<file path="src/rtl/spi_host_pkg.sv">
package spi_host_pkg;
  localparam int unsigned BYTE_W   = 8;
  localparam int unsigned ADDR_W   = 2;
  localparam int unsigned MAX_EXP  = 6;   // largest half-period exponent (divide by 128)

  localparam logic [ADDR_W-1:0] ADDR_CTRL = 2'd0;
  localparam logic [ADDR_W-1:0] ADDR_STAT = 2'd1;
  localparam logic [ADDR_W-1:0] ADDR_DATA = 2'd2;

  // Control register, most significant field first.
  typedef struct packed {
    logic       irq_en;
    logic       enable;
    logic       lsb_first;
    logic       host_mode;
    logic       polarity;
    logic       phase;
    logic [1:0] rate_sel;
  } ctrl_t;

  // log2 of the SCK half period in system clocks, before double rate.
  function automatic logic [2:0] half_exp(input logic [1:0] sel);
    case (sel)
      2'b00:   half_exp = 3'd1;
      2'b01:   half_exp = 3'd3;
      2'b10:   half_exp = 3'd5;
      default: half_exp = 3'd6;
    endcase
  endfunction
endpackage

</file>
<file path="src/rtl/spi_host_rate.sv">
module spi_host_rate
  import spi_host_pkg::*;
#(
  parameter int unsigned EXP_MAX = MAX_EXP
) (
  input  logic       clk,
  input  logic       rst_n,
  input  logic       run,
  input  logic [1:0] sel,
  input  logic       dbl,
  output logic       tick
);
  localparam int unsigned CW = EXP_MAX + 1;

  logic [2:0]    exp_eff;
  logic [CW-1:0] reload;
  logic [CW-1:0] cnt_q;

  always_comb begin
    exp_eff = half_exp(sel) - {2'b00, dbl};
    reload  = (CW'(1) << exp_eff) - CW'(1);
  end

  always_ff @(posedge clk or negedge rst_n) begin
    if (!rst_n)              cnt_q <= '0;
    else if (!run)           cnt_q <= reload;
    else if (cnt_q == '0)    cnt_q <= reload;
    else                     cnt_q <= cnt_q - CW'(1);
  end

  assign tick = run && (cnt_q == '0);

  // with a half period above one clock, edge ticks never come back to back
  a_r6_tick_spacing: assert property (@(posedge clk) disable iff (!rst_n)
    (tick && run && reload != '0) |=> !tick);
endmodule

</file>
<file path="src/rtl/spi_host_engine.sv">
module spi_host_engine #(
  parameter int unsigned XFER_BITS = 8
) (
  input  logic                 clk,
  input  logic                 rst_n,
  input  logic                 start,
  input  logic                 tick,
  input  logic                 cpol,
  input  logic                 cpha,
  input  logic                 lsb_first,
  input  logic [XFER_BITS-1:0] tx_byte,
  input  logic                 miso,
  output logic                 busy,
  output logic                 done,
  output logic [XFER_BITS-1:0] rx_byte,
  output logic                 sck,
  output logic                 mosi
);
  localparam int unsigned EDGES = 2 * XFER_BITS;
  localparam int unsigned EW    = $clog2(EDGES);

  logic [EW-1:0]        edge_q;
  logic                 phase_q;
  logic                 busy_q;
  logic [XFER_BITS-1:0] tx_q;
  logic [XFER_BITS-1:0] rx_q;
  logic                 leading, last, sample_now, launch_now;

  always_comb begin
    leading    = ~edge_q[0];
    last       = (edge_q == EW'(EDGES - 1));
    sample_now = tick && (leading ^ cpha);
    launch_now = tick && (cpha ? (leading && edge_q != '0) : (!leading && !last));
  end

  always_ff @(posedge clk or negedge rst_n) begin
    if (!rst_n) begin
      busy_q  <= 1'b0;
      edge_q  <= '0;
      phase_q <= 1'b0;
      tx_q    <= '0;
      rx_q    <= '0;
    end else if (start && !busy_q) begin
      busy_q  <= 1'b1;
      edge_q  <= '0;
      phase_q <= 1'b0;
      tx_q    <= tx_byte;
    end else if (tick) begin
      phase_q <= ~phase_q;
      edge_q  <= last ? '0 : edge_q + EW'(1);
      if (launch_now)
        tx_q <= lsb_first ? (tx_q >> 1) : (tx_q << 1);
      if (sample_now)
        rx_q <= lsb_first ? {miso, rx_q[XFER_BITS-1:1]} : {rx_q[XFER_BITS-2:0], miso};
      if (last) busy_q <= 1'b0;
    end
  end

  assign busy    = busy_q;
  assign done    = tick && last;
  assign rx_byte = rx_q;
  assign sck     = cpol ^ phase_q;
  assign mosi    = lsb_first ? tx_q[0] : tx_q[XFER_BITS-1];

  // idle SCK level follows polarity
  a_r4_idle_level: assert property (@(posedge clk) disable iff (!rst_n)
    !busy_q |-> (sck == cpol));
  // an accepted start always opens an exchange
  a_r7_start_runs: assert property (@(posedge clk) disable iff (!rst_n)
    (start && !busy_q) |=> busy_q);
  // the final edge ends the exchange
  a_r6_last_edge_ends: assert property (@(posedge clk) disable iff (!rst_n)
    done |=> !busy_q);
endmodule

</file>
<file path="src/rtl/spi_host_regs.sv">
module spi_host_regs
  import spi_host_pkg::*;
(
  input  logic              clk,
  input  logic              rst_n,
  input  logic [ADDR_W-1:0] bus_addr,
  input  logic              bus_wr,
  input  logic              bus_rd,
  input  logic [BYTE_W-1:0] bus_wdata,
  output logic [BYTE_W-1:0] bus_rdata,
  output logic              sck,
  output logic              mosi,
  input  logic              miso,
  output logic              irq
);
  ctrl_t             ctrl_q;
  logic              dbl_q, cpl_q, wcol_q, arm_q;
  logic              eng_busy, eng_done, eng_tick;
  logic [BYTE_W-1:0] eng_rx;
  logic              data_wr, data_touch, start, collide, stat_rd;

  always_comb begin
    data_wr    = bus_wr && (bus_addr == ADDR_DATA);
    data_touch = (bus_wr || bus_rd) && (bus_addr == ADDR_DATA);
    stat_rd    = bus_rd && (bus_addr == ADDR_STAT);
    start      = data_wr && ctrl_q.enable && ctrl_q.host_mode && !eng_busy;
    collide    = data_wr && eng_busy;
  end

  always_ff @(posedge clk or negedge rst_n) begin
    if (!rst_n) begin
      ctrl_q <= '0;
      dbl_q  <= 1'b0;
      cpl_q  <= 1'b0;
      wcol_q <= 1'b0;
      arm_q  <= 1'b0;
    end else begin
      if (bus_wr && bus_addr == ADDR_CTRL) ctrl_q <= ctrl_t'(bus_wdata);
      if (bus_wr && bus_addr == ADDR_STAT) dbl_q  <= bus_wdata[0];

      if (eng_done)                 cpl_q <= 1'b1;
      else if (arm_q && data_touch) cpl_q <= 1'b0;

      if (collide)                  wcol_q <= 1'b1;
      else if (arm_q && data_touch) wcol_q <= 1'b0;

      if (stat_rd && cpl_q)         arm_q <= 1'b1;
      else if (data_touch)          arm_q <= 1'b0;
    end
  end

  always_comb begin
    case (bus_addr)
      ADDR_CTRL: bus_rdata = ctrl_q;
      ADDR_STAT: bus_rdata = {cpl_q, wcol_q, 5'b0, dbl_q};
      ADDR_DATA: bus_rdata = eng_rx;
      default:   bus_rdata = '0;
    endcase
  end

  assign irq = cpl_q & ctrl_q.irq_en;

  spi_host_rate #(.EXP_MAX(MAX_EXP)) u_rate (
    .clk  (clk),
    .rst_n(rst_n),
    .run  (eng_busy),
    .sel  (ctrl_q.rate_sel),
    .dbl  (dbl_q),
    .tick (eng_tick)
  );

  spi_host_engine #(.XFER_BITS(BYTE_W)) u_engine (
    .clk      (clk),
    .rst_n    (rst_n),
    .start    (start),
    .tick     (eng_tick),
    .cpol     (ctrl_q.polarity),
    .cpha     (ctrl_q.phase),
    .lsb_first(ctrl_q.lsb_first),
    .tx_byte  (bus_wdata),
    .miso     (miso),
    .busy     (eng_busy),
    .done     (eng_done),
    .rx_byte  (eng_rx),
    .sck      (sck),
    .mosi     (mosi)
  );

  // the engine's final edge raises the completion flag
  a_r9_done_sets_flag: assert property (@(posedge clk) disable iff (!rst_n)
    eng_done |=> cpl_q);
  // a data write during an exchange marks a collision
  a_r8_collision_flag: assert property (@(posedge clk) disable iff (!rst_n)
    (data_wr && eng_busy) |=> wcol_q);
  // without enable and host mode, nothing starts
  a_r7_gated_start: assert property (@(posedge clk) disable iff (!rst_n)
    (!eng_busy && !(ctrl_q.enable && ctrl_q.host_mode)) |=> !eng_busy);
  // no request without its enable
  a_r10_irq_gated: assert property (@(posedge clk) disable iff (!rst_n)
    irq |-> (ctrl_q.irq_en && cpl_q));
endmodule

</file>
<file path="config.mk">
export PLATFORM = sky130hd
export DESIGN_NAME = spi_host_regs
export DESIGN_NICKNAME = d
export VERILOG_FILES = /design/src/rtl/spi_host_pkg.sv /design/src/rtl/spi_host_rate.sv /design/src/rtl/spi_host_engine.sv /design/src/rtl/spi_host_regs.sv
export SDC_FILE = /design/constraint.sdc
export NUM_CORES = 1
export LEC_CHECK = 0
export BUFFER_PORTS_ARGS = -buffer_cell sky130_fd_sc_hd__buf_2
export CAP_MARGIN = 30
export CORE_MARGIN = 1
export CORE_UTILIZATION = 35
export DETAILED_ROUTE_END_ITERATION = 8
export MAX_ROUTING_LAYER = met4
export PLACE_DENSITY = 0.56
export SETUP_SLACK_MARGIN = 0.05
export SLEW_MARGIN = 20
export SYNTH_ARGS = -nofsm -noshare
export SYNTH_HDL_FRONTEND = slang
export SYNTH_SLANG_ARGS = --single-unit
</file>
<file path="constraint.sdc">
create_clock -name clk -period 3.85 [get_ports clk]
set_input_delay 0.77 -clock clk [delete_from_list [all_inputs] [get_ports clk]]
set_output_delay 0.77 -clock clk [all_outputs]
set_load 0.1 [all_outputs]
</file>
-- Yosys cells after proc, flatten, opt, wreduce, memory -nomap -nowiden
Index checks and enable logic that the tools add are counted.
- logic and storage cells: 91
- input port bits: 15
- output and inout bits: 11
- bits in registers: 41
- mux-type cells: 24
- shift operators: 1
- bitwise operators: 6
- $add $sub $neg: 4
- reduce and logical (&&, ||, !) cells: 34
- eq/ne operators: 5
- operators by type and width (kind ; number):
    $mux W8 ; 5
    $pmux W8 S3 ; 1
    $logic_and A1 B1 Y1 ; 18
    $mux W7 ; 2
    $mux W1 ; 12
    $mux W4 ; 3
    $reduce_bool A2 Y1 ; 6
    $pmux W3 S3 ; 1
    $logic_not A7 Y1 ; 1
    $shl A1 B3 Y7 const A ; 1
    $sub A7 B1 Y7 const B ; 1
    $sub A7 B2 Y7 const B ; 1
    $add A4 B1 Y4 const B ; 1
    $eq A2 B1 Y1 const B ; 2
    $eq A2 B2 Y1 const B ; 2
    $eq A4 B4 Y1 const B ; 1
    $logic_not A2 Y1 ; 2
    $reduce_and A2 Y1 ; 2
    $reduce_bool A4 Y1 ; 1
    $not A1 Y1 ; 3
    $reduce_and A3 Y1 ; 1
    $sub A3 B1 Y3 ; 1
    $logic_not A1 Y1 ; 2
    $xor A1 B1 Y1 ; 2
    2 further kinds ; 2

-- Depth between registers and ports, before layout
Gate-level depths: netlist of run 1.
- depth in word-level cells: 8
- gate-level depth with buffers: 12

-- Cells and area by module
Synthesis of run 1 repeated with hierarchy kept, for this count alone.
- cell total of the unflattened synthesis: 241
- area, all modules: 2469.9 um^2
- modules (own cells, without submodules) (module ; area an instance (um^2) ; times used ; cells each ; sequential area each (um^2)):
    spi_host_engine ; 1209.9 ; 1 ; 117 ; 550.5
    spi_host_regs ; 649.4 ; 1 ; 56 ; 300.3
    spi_host_rate ; 610.6 ; 1 ; 68 ; 175.2

-- Worst setup path before layout of run 1
Ideal clock, no wire load.
- path kind: in2out
- start: input bus_addr[1]
- end: output bus_rdata[0]
- stages: 3
- setup slack: -0.324 ns
- arrival: 3.404 ns
- path through: buf_1 -> mux2i_1 -> o21ai_0
- word-level cells in the longest chain between the ends: 2
- elaborated cells on any way between the ends: 4
- RTL lines (item ; RTL line ; RTL):
    from (decl) ; spi_host_regs.sv:6 ; input logic [ADDR_W-1:0] bus_addr,
    $eq A2 B2 Y1, or another cell as far along ; spi_host_regs.sv:53 ; case (bus_addr)
    $pmux W8 S3 (*) ; spi_host_regs.sv:53 ;
    to (decl) ; spi_host_regs.sv:10 ; output logic [BYTE_W-1:0] bus_rdata,
Every way passes the cells marked *; elsewhere a longest branch is shown, timed or not.

-- Final worst setup path of run 1
- start: register ctrl_q[1] in the netlist's numbering
- end: register u_rate.cnt_q[6]
- word-level cells in the longest chain between the ends: 7
- elaborated cells on any way between the ends: 9
- RTL lines (item ; RTL line ; RTL):
    from (decl) ; spi_host_regs.sv:16 ; ctrl_t ctrl_q;
    from (signal assigned) ; spi_host_regs.sv:38 ; if (bus_wr && bus_addr == ADDR_CTRL) ctrl_q <= ctrl_t'(bus_wdata);
    $eq A2 B2 Y1, or another cell as far along ; spi_host_pkg.sv:23 ; case (sel)
    $pmux W3 S3 (*) ; spi_host_pkg.sv:23 ;
    $sub A3 B1 Y3 (*) ; spi_host_rate.sv:20 ; exp_eff = half_exp(sel) - {2'b00, dbl};
    $shl A1 B3 Y7 (*) ; spi_host_rate.sv:21 ; reload = (CW'(1) << exp_eff) - CW'(1);
    $sub A7 B2 Y7 (*) ; spi_host_rate.sv:21 ;
    $mux W7 ; spi_host_rate.sv:27 ; else if (cnt_q == '0) cnt_q <= reload;
    $mux W7 (*) ; spi_host_rate.sv:26 ; else if (!run) cnt_q <= reload;
    to (signal assigned) ; spi_host_rate.sv:26 ;
    to (signal assigned) ; spi_host_rate.sv:27 ;
    to (signal assigned) ; spi_host_rate.sv:28 ; else cnt_q <= cnt_q - CW'(1);
    to (decl) ; spi_host_rate.sv:17 ; logic [CW-1:0] cnt_q;
Marked as above.
A chain may end at the register's enable or synchronous reset.

==> metrics.md, run 1 <==
| Metric | Value |
|---|---|
| DP Area | `2620 um^2` |
| Warnings, synthesis | `0` |
| Clock transition at path regs | `0.08 ns` |
| Setup TNS | `0 ns` |
| Reg-to-reg slack, setup | `1.13 ns` |
| Initial antenna violation count | `0` |
| Initial DRC count | `59` |
| ANT cells | `0` |
| Synth unique cells | `46` |
| Post_cts resized | `0` |
| Remaining global-route overflow | `0` |
| Crit path buf inv count | `0` |
| Final setup fails | `0` |
| Synthesized cell area | `2440 um^2` |
| Post-synth EDFFs | `0` |
| Post-route cell area | `2740 um^2` |
| CTS Buffer Depth | `2` |
| DR pass1 iterations | `4` |
| Unrepaired setup endpoints after global routing | `false` |
| Power Total | `1760 uW` |
| Slowest CP cell | `dfrtp_1` |
| Largest net degree at the start of global routing | `28` |
| Synth top area share | `0.421` |
| Width of the die | `85.4 um` |
| Cells after Synth | `234` |
| Critical path class | `reg -> reg` |
| Reg-to-Reg End | `u_rate.cnt_q[6]` |
| Relative slew slack | `0.462` |
| Initial Util | `0.361` |
| Hold buffer count at CTS | `0` |
| Layout area overhead | `12.3%` |
| Peak VDD IR | `286 uV` |
| Worst EP required | `4.01 ns` |
| CP Launch Type | `register` |
| ANT nets after route | `0` |
| Maximum capacitance violations | `0` |
| Count of pins over their slew limit | `0` |
| Post-synthesis net count | `254` |
| Post-route minimum period | `2.72 ns` |
| WL/cell | `14.7 um` |
| Reg2reg start | `ctrl_q[1]` |
| CP delay by family, top | `compound AO/OA/AOI/OAI gates` |
| Worst Hold Class | `in -> async` |
| Compound-Gate Fraction of Synth Area | `0.108` |
| Htree depth | `2` |
| TritonCTS buffer count | `5` |
| Clk_lat worst skew | `0.30 ns` |
| Row cnt | `30` |
| Largest family of logic cells by synthesized area | `multiplexers` |
| Synth area leader | `dfrtp_1` |
| Vias in the first global route | `1,693` |
| Critical-path cell list | `and2_1 > ha_1 > or2_2 > a21oi_1 > nand2_1 > ha_1 > xor2_1 > a32o_1 > a21oi_1 > o21ai_0` |
| Largest stage delay on the critical path | `0.49 ns` |
| Layout cell share with drive strength beyond 1 | `0.254` |
| Worst setup EP type | `register` |
| Synth area leaders | `dfrtp_1, mux2_2, mux2i_1, o21ai_0, nand2_1` |
| Via density | `5.21` |
| CTS Root Buffer Type | `clkbuf_8` |
| # port buffers | `25` |
| Die Ht | `85.4 um` |
| WL final | `4930 um` |
| I/O Pins | `26` |
| Total die area | `7300 um^2` |
| Final Hold Fails | `0` |
| Synth Flop Type | `dfrtp_1` |
| Synth Register Bits | `41` |
| Fillers | `690` |
| Worst slew pin tran | `0.807 ns` |
| XOR/XNOR Fraction of Synth Area | `0.0324` |
| Max Fclk | `368 MHz` |
| Via count | `1,750` |
| Drt drc | `0` |
| Fin nets | `275` |
| Final Cycle Share | `0.706` |
| CP max FO | `11` |
| Pwr Density | `644 nW/um^2` |
| First-pass GRT wire length | `8550 um` |
| Run status | `finished clean` |
| Ys async rst share | `1.00` |
| Leakage dissipation | `0.00124 uW` |
| Final Wtd Congestion | `0.804` |
| Core area | `6760 um^2` |
| Clock sinks | `41` |
| HPWL Detailed | `3650 um` |
| Setup Buffers After CTS | `0` |
| CTS tree | `done` |
| Simple-Gate Fraction of Synth Area | `0.162` |
| Register area share after synthesis | `0.421` |
| Worst EP arrival | `2.88 ns` |
| Adder-cell area share of the yosys netlist | `0.0257` |
| Clock Skew | `0.00511 ns` |
| Share of synthesized area spent on multiplexers | `0.216` |
| Overall Global Routing Usage | `0.154` |
| Syn avg cell area | `10.4 um^2` |
| Reg2Reg Depth | `10` |
==> state kept, by name, indices dropped and copies added, names as in the netlist <==
register / cells
ctrl_q: 8
u_engine.busy: 1
u_engine.tx_q: 8
arm_q: 1
u_engine.phase_q: 1
u_rate.cnt_q: 7
wcol_q: 1
u_engine.edge_q: 4
cpl_q: 1
u_engine.rx_byte: 8
dbl_q: 1
==> through the flow <==
step	hold WS, ns	setup slack [ns]	cells	util
after detailed placement	0.481	1.16	328	0.387
after floorplan	0.456	0.427	234	-
after global placement	0.480	1.19	327	0.384
after CTS	0.395	1.15	336	0.405
after global routing	0.404	0.901	336	0.405
final	0.384	1.13	336	0.405
==> worst max-delay path by stage <==
stage / depth (start not counted) / from / to
after global routing: 10 / ctrl_q[1] / u_rate.cnt_q[6]
final: 10 / ctrl_q[1] / u_rate.cnt_q[6]
after CTS: 10 / ctrl_q[1] / u_rate.cnt_q[6]
after floorplan: 3 / bus_addr[1] / bus_rdata[0]
after detailed placement: 10 / ctrl_q[1] / u_rate.cnt_q[6]
after global placement: 5 / bus_addr[0] / bus_rdata[6]
==> power breakdown <==
group          leakage, uW  switching (uW)  internal (uW)  total, uW
clock            0.0000574             156            211        367
combinational     0.000677             405            283        688
sequential        0.000503             153            555        708
total              0.00124             714           1050       1760
==> cells by family after synthesis <==
group / Yosys count
adder cells (fa/ha/maj): 5
multiplexers: 49
AO/OA/AOI/OAI: 42
flip-flops: 41
XOR/XNOR: 9
buffers and inverters: 17
AND/OR/NAND/NOR: 71
==> final cells by class <==
class	instances	area, um^2	share of cell area
multi-input combinational	176	1330	0.485
timing repair buffer	26	145	0.0530
clock buffer	6	82.6	0.0302
inverter	5	18.8	0.00686
sequential	41	1030	0.375
clock inverter	2	37.5	0.0137
tap	80	100	0.0366
==> synthesized netlist by cell type (6+ instances only) <==
library cell	n
nand2_1	19
mux2_1	6
o21ai_0	18
nor2b_1	6
nor2_1	11
nand3_1	10
clkbuf_1	7
mux2_2	22
mux2i_1	21
dfrtp_1	41
==> cells in the final DEF, fill, tap and decap left out, types with 5 or more instances in the layout <==
master    Yosys  final
nand3_1      10     10
nor2_1       11     11
mux2i_1      21     21
o21ai_1       2      5
nor2b_1       6      6
o21ai_0      18     15
a21oi_1       5      5
clkbuf_8      0      6
mux2_2       22     22
nand2_1      19     19
xor2_1        5      5
buf_2         1     25
inv_1         5      5
dfrtp_1      41     41
nand2b_1      5      5
mux2_1        6      6
ha_1          5      5
==> per-layer routing <==
metal	routed length, um	GRT usage
met2	2190	0.223
met5	0	-
met4	91	0.0576
met3	132	0.0321
met1	2510	0.213
(Power assumes the default switching activity.)
==> inputs of run 2 (changes only) <==
==> constraint.sdc (replaced) <==
create_clock -name clk -period 2.8 [get_ports clk]
set_input_delay 0.56 -clock clk [delete_from_list [all_inputs] [get_ports clk]]
set_output_delay 0.56 -clock clk [all_outputs]
set_load 0.1 [all_outputs]
==> metrics.md, run 2 (synthesized netlist as in run 1, its figures left out) <==
| Metric | Value |
|---|---|
| CTS Buffer Depth | `2` |
| CTS Root Buffer Type | `clkbuf_8` |
| Reg2reg start | `ctrl_q[1]` |
| Final Cycle Share | `0.894` |
| Largest stage delay on the critical path | `0.37 ns` |
| Hold buffer count at CTS | `0` |
| ANT cells | `0` |
| Slowest CP cell | `dfrtp_1` |
| Reg-to-Reg End | `u_rate.cnt_q[6]` |
| Worst EP arrival | `2.67 ns` |
| Initial DRC count | `87` |
| Clk network pwr share | `0.228` |
| Dpl ws | `0.276 ns` |
| Worst Hold Class | `in -> async` |
| Reg-to-reg slack, setup | `0.30 ns` |
| CP max FO | `8` |
| Register area | `1030 um^2` |
| NetSw | `998 uW` |
| Overall Global Routing Usage | `0.158` |
| Post_cts resized | `0` |
| Combinational power share | `0.393` |
| Final Wtd Congestion | `0.739` |
| Reg power frac | `0.379` |
| Peak VDD IR | `626 uV` |
| Maximum capacitance violations | `0` |
| Switching share of power | `0.396` |
| Run status | `finished clean` |
| WL/cell | `14.8 um` |
| Row cnt | `30` |
| Setup Buffers After CTS | `0` |
| Commonest non-fill, non-tap cell in the layout | `dfrtp_1` |
| Via count | `1,785` |
| Core area | `6760 um^2` |
| Clk_lat worst skew | `0.30 ns` |
| CP delay by family, top | `compound AO/OA/AOI/OAI gates` |
| HPWL Detailed | `3750 um` |
| Layout area overhead | `16.0%` |
| Vias in the first global route | `1,754` |
| Initial Util | `0.361` |
| Pwr Density | `892 nW/um^2` |
| WL final | `5060 um` |
| Count of pins over their slew limit | `0` |
| Remaining global-route overflow | `0` |
| Setup TNS | `0 ns` |
| Initial antenna violation count | `0` |
| Clock Skew | `0.00703 ns` |
| Most frequent cells in the layout | `dfrtp_1, buf_2, mux2_2` |
| Drt drc | `0` |
| Largest net degree at the start of global routing | `31` |
| Leakage dissipation | `0.00128 uW` |
| Relative slew slack | `0.573` |
| Via density | `5.20` |
| DP Area | `2690 um^2` |
| Fin nets | `282` |
| Pint | `1520 uW` |
| Critical path class | `reg -> reg` |
| Total die area | `7300 um^2` |
| Crit path buf inv count | `0` |
| TritonCTS buffer count | `5` |
| Htree depth | `2` |
| # port buffers | `25` |
| Die Ht | `85.4 um` |
| Width of the die | `85.4 um` |
| Max Fclk | `400 MHz` |
| Critical-path cell list | `and2_1 > ha_1 > or2_2 > a21oi_1 > nand2_1 > ha_1 > xor2_1 > a32o_1 > a21oi_1 > o21ai_0` |
| DR pass1 iterations | `4` |
| First-pass GRT wire length | `8760 um` |
| ANT nets after route | `0` |
| Worst EP required | `2.97 ns` |
| Worst setup EP type | `register` |
| Final setup fails | `0` |
| Fillers | `681` |
| Layout cell share with drive strength beyond 1 | `0.304` |
| Clock transition at path regs | `0.08 ns` |
| CP Launch Type | `register` |
| Final worst setup slack | `0.297 ns` |
| Unrepaired setup endpoints after global routing | `false` |
| Reg2Reg Depth | `10` |
| Area of the multi-input gates | `1350 um^2` |
| Clock sinks | `41` |
| Post-route cell area | `2830 um^2` |
| Post-route minimum period | `2.50 ns` |
| Worst hold slack | `0.136 ns` |
| Final Hold Fails | `0` |
| I/O Pins | `26` |
| Final Util | `0.418` |
| Worst slew pin tran | `0.637 ns` |
| CTS tree | `done` |
==> run 2: cell types whose count changed in the layout (fill, tap and decap cells not counted), sizes merged <==
| cell | before | now |
|---|---|---|
| bufinv | 1 | 2 |
| clkbuf | 6 | 5 |
| clkinv | 0 | 1 |
| clkinvlp | 1 | 0 |
| buf | 26 | 33 |
==> run 2: worst reg2reg max path, stage by stage (launching register included) <==
cell and delay (ns):
dfrtp_1 0.37, and2_1 0.17, ha_1 0.23, or2_2 0.32, a21oi_1 0.24, nand2_1 0.09
ha_1 0.30, xor2_1 0.17, a32o_1 0.26, a21oi_1 0.13, o21ai_0 0.08
==> run 2: area by class of cell <==
type,instances,share of cell area
timing repair buffer,33,0.0699
sequential,41,0.363
multi-input combinational,176,0.478
tap,80,0.0354
inverter,5,0.00664
clock buffer,5,0.0243
clock inverter,3,0.0230
==> run 2: metal layers <==
layer  part of all wire  global-route usage
met5                  0                   -
met4              0.015              0.0500
met3              0.025              0.0282
met2               0.45               0.230
met1               0.51               0.224
==> run 2: metrics by stage <==
step | total power (uW) | instances
6_report | 2520 | 343
5_1_grt | 2670 | 343
4_1_cts | 2540 | 343
3_5_place_dp | 1960 | 335
3_3_place_gp | 1950 | 334
2_1_floorplan | 1750 | 234
==> run 2: worst max path at each step <==
| stage | depth (start not counted) | from | endpoint |
|---|---|---|---|
| after CTS | 10 | ctrl_q[1] | u_rate.cnt_q[6] |
| after global placement | 10 | ctrl_q[1] | u_rate.cnt_q[6] |
| after floorplan | 12 | ctrl_q[1] | u_rate.cnt_q[6] |
| after global routing | 10 | ctrl_q[1] | u_rate.cnt_q[4] |
| final | 10 | ctrl_q[1] | u_rate.cnt_q[6] |
| after detailed placement | 10 | ctrl_q[1] | u_rate.cnt_q[6] |
==> run 2: power groups by stage <==
| stage | Clock (uW) | Combinational [uW] | Sequential (uW) |
|---|---|---|---|
| 3_3_place_gp | 0 | 984 | 962 |
| 4_1_cts | 580 | 1000 | 955 |
| 2_1_floorplan | 0 | 848 | 900 |
| 6_report | 574 | 991 | 956 |
| 3_5_place_dp | 0 | 996 | 964 |
| 5_1_grt | 606 | 1080 | 989 |
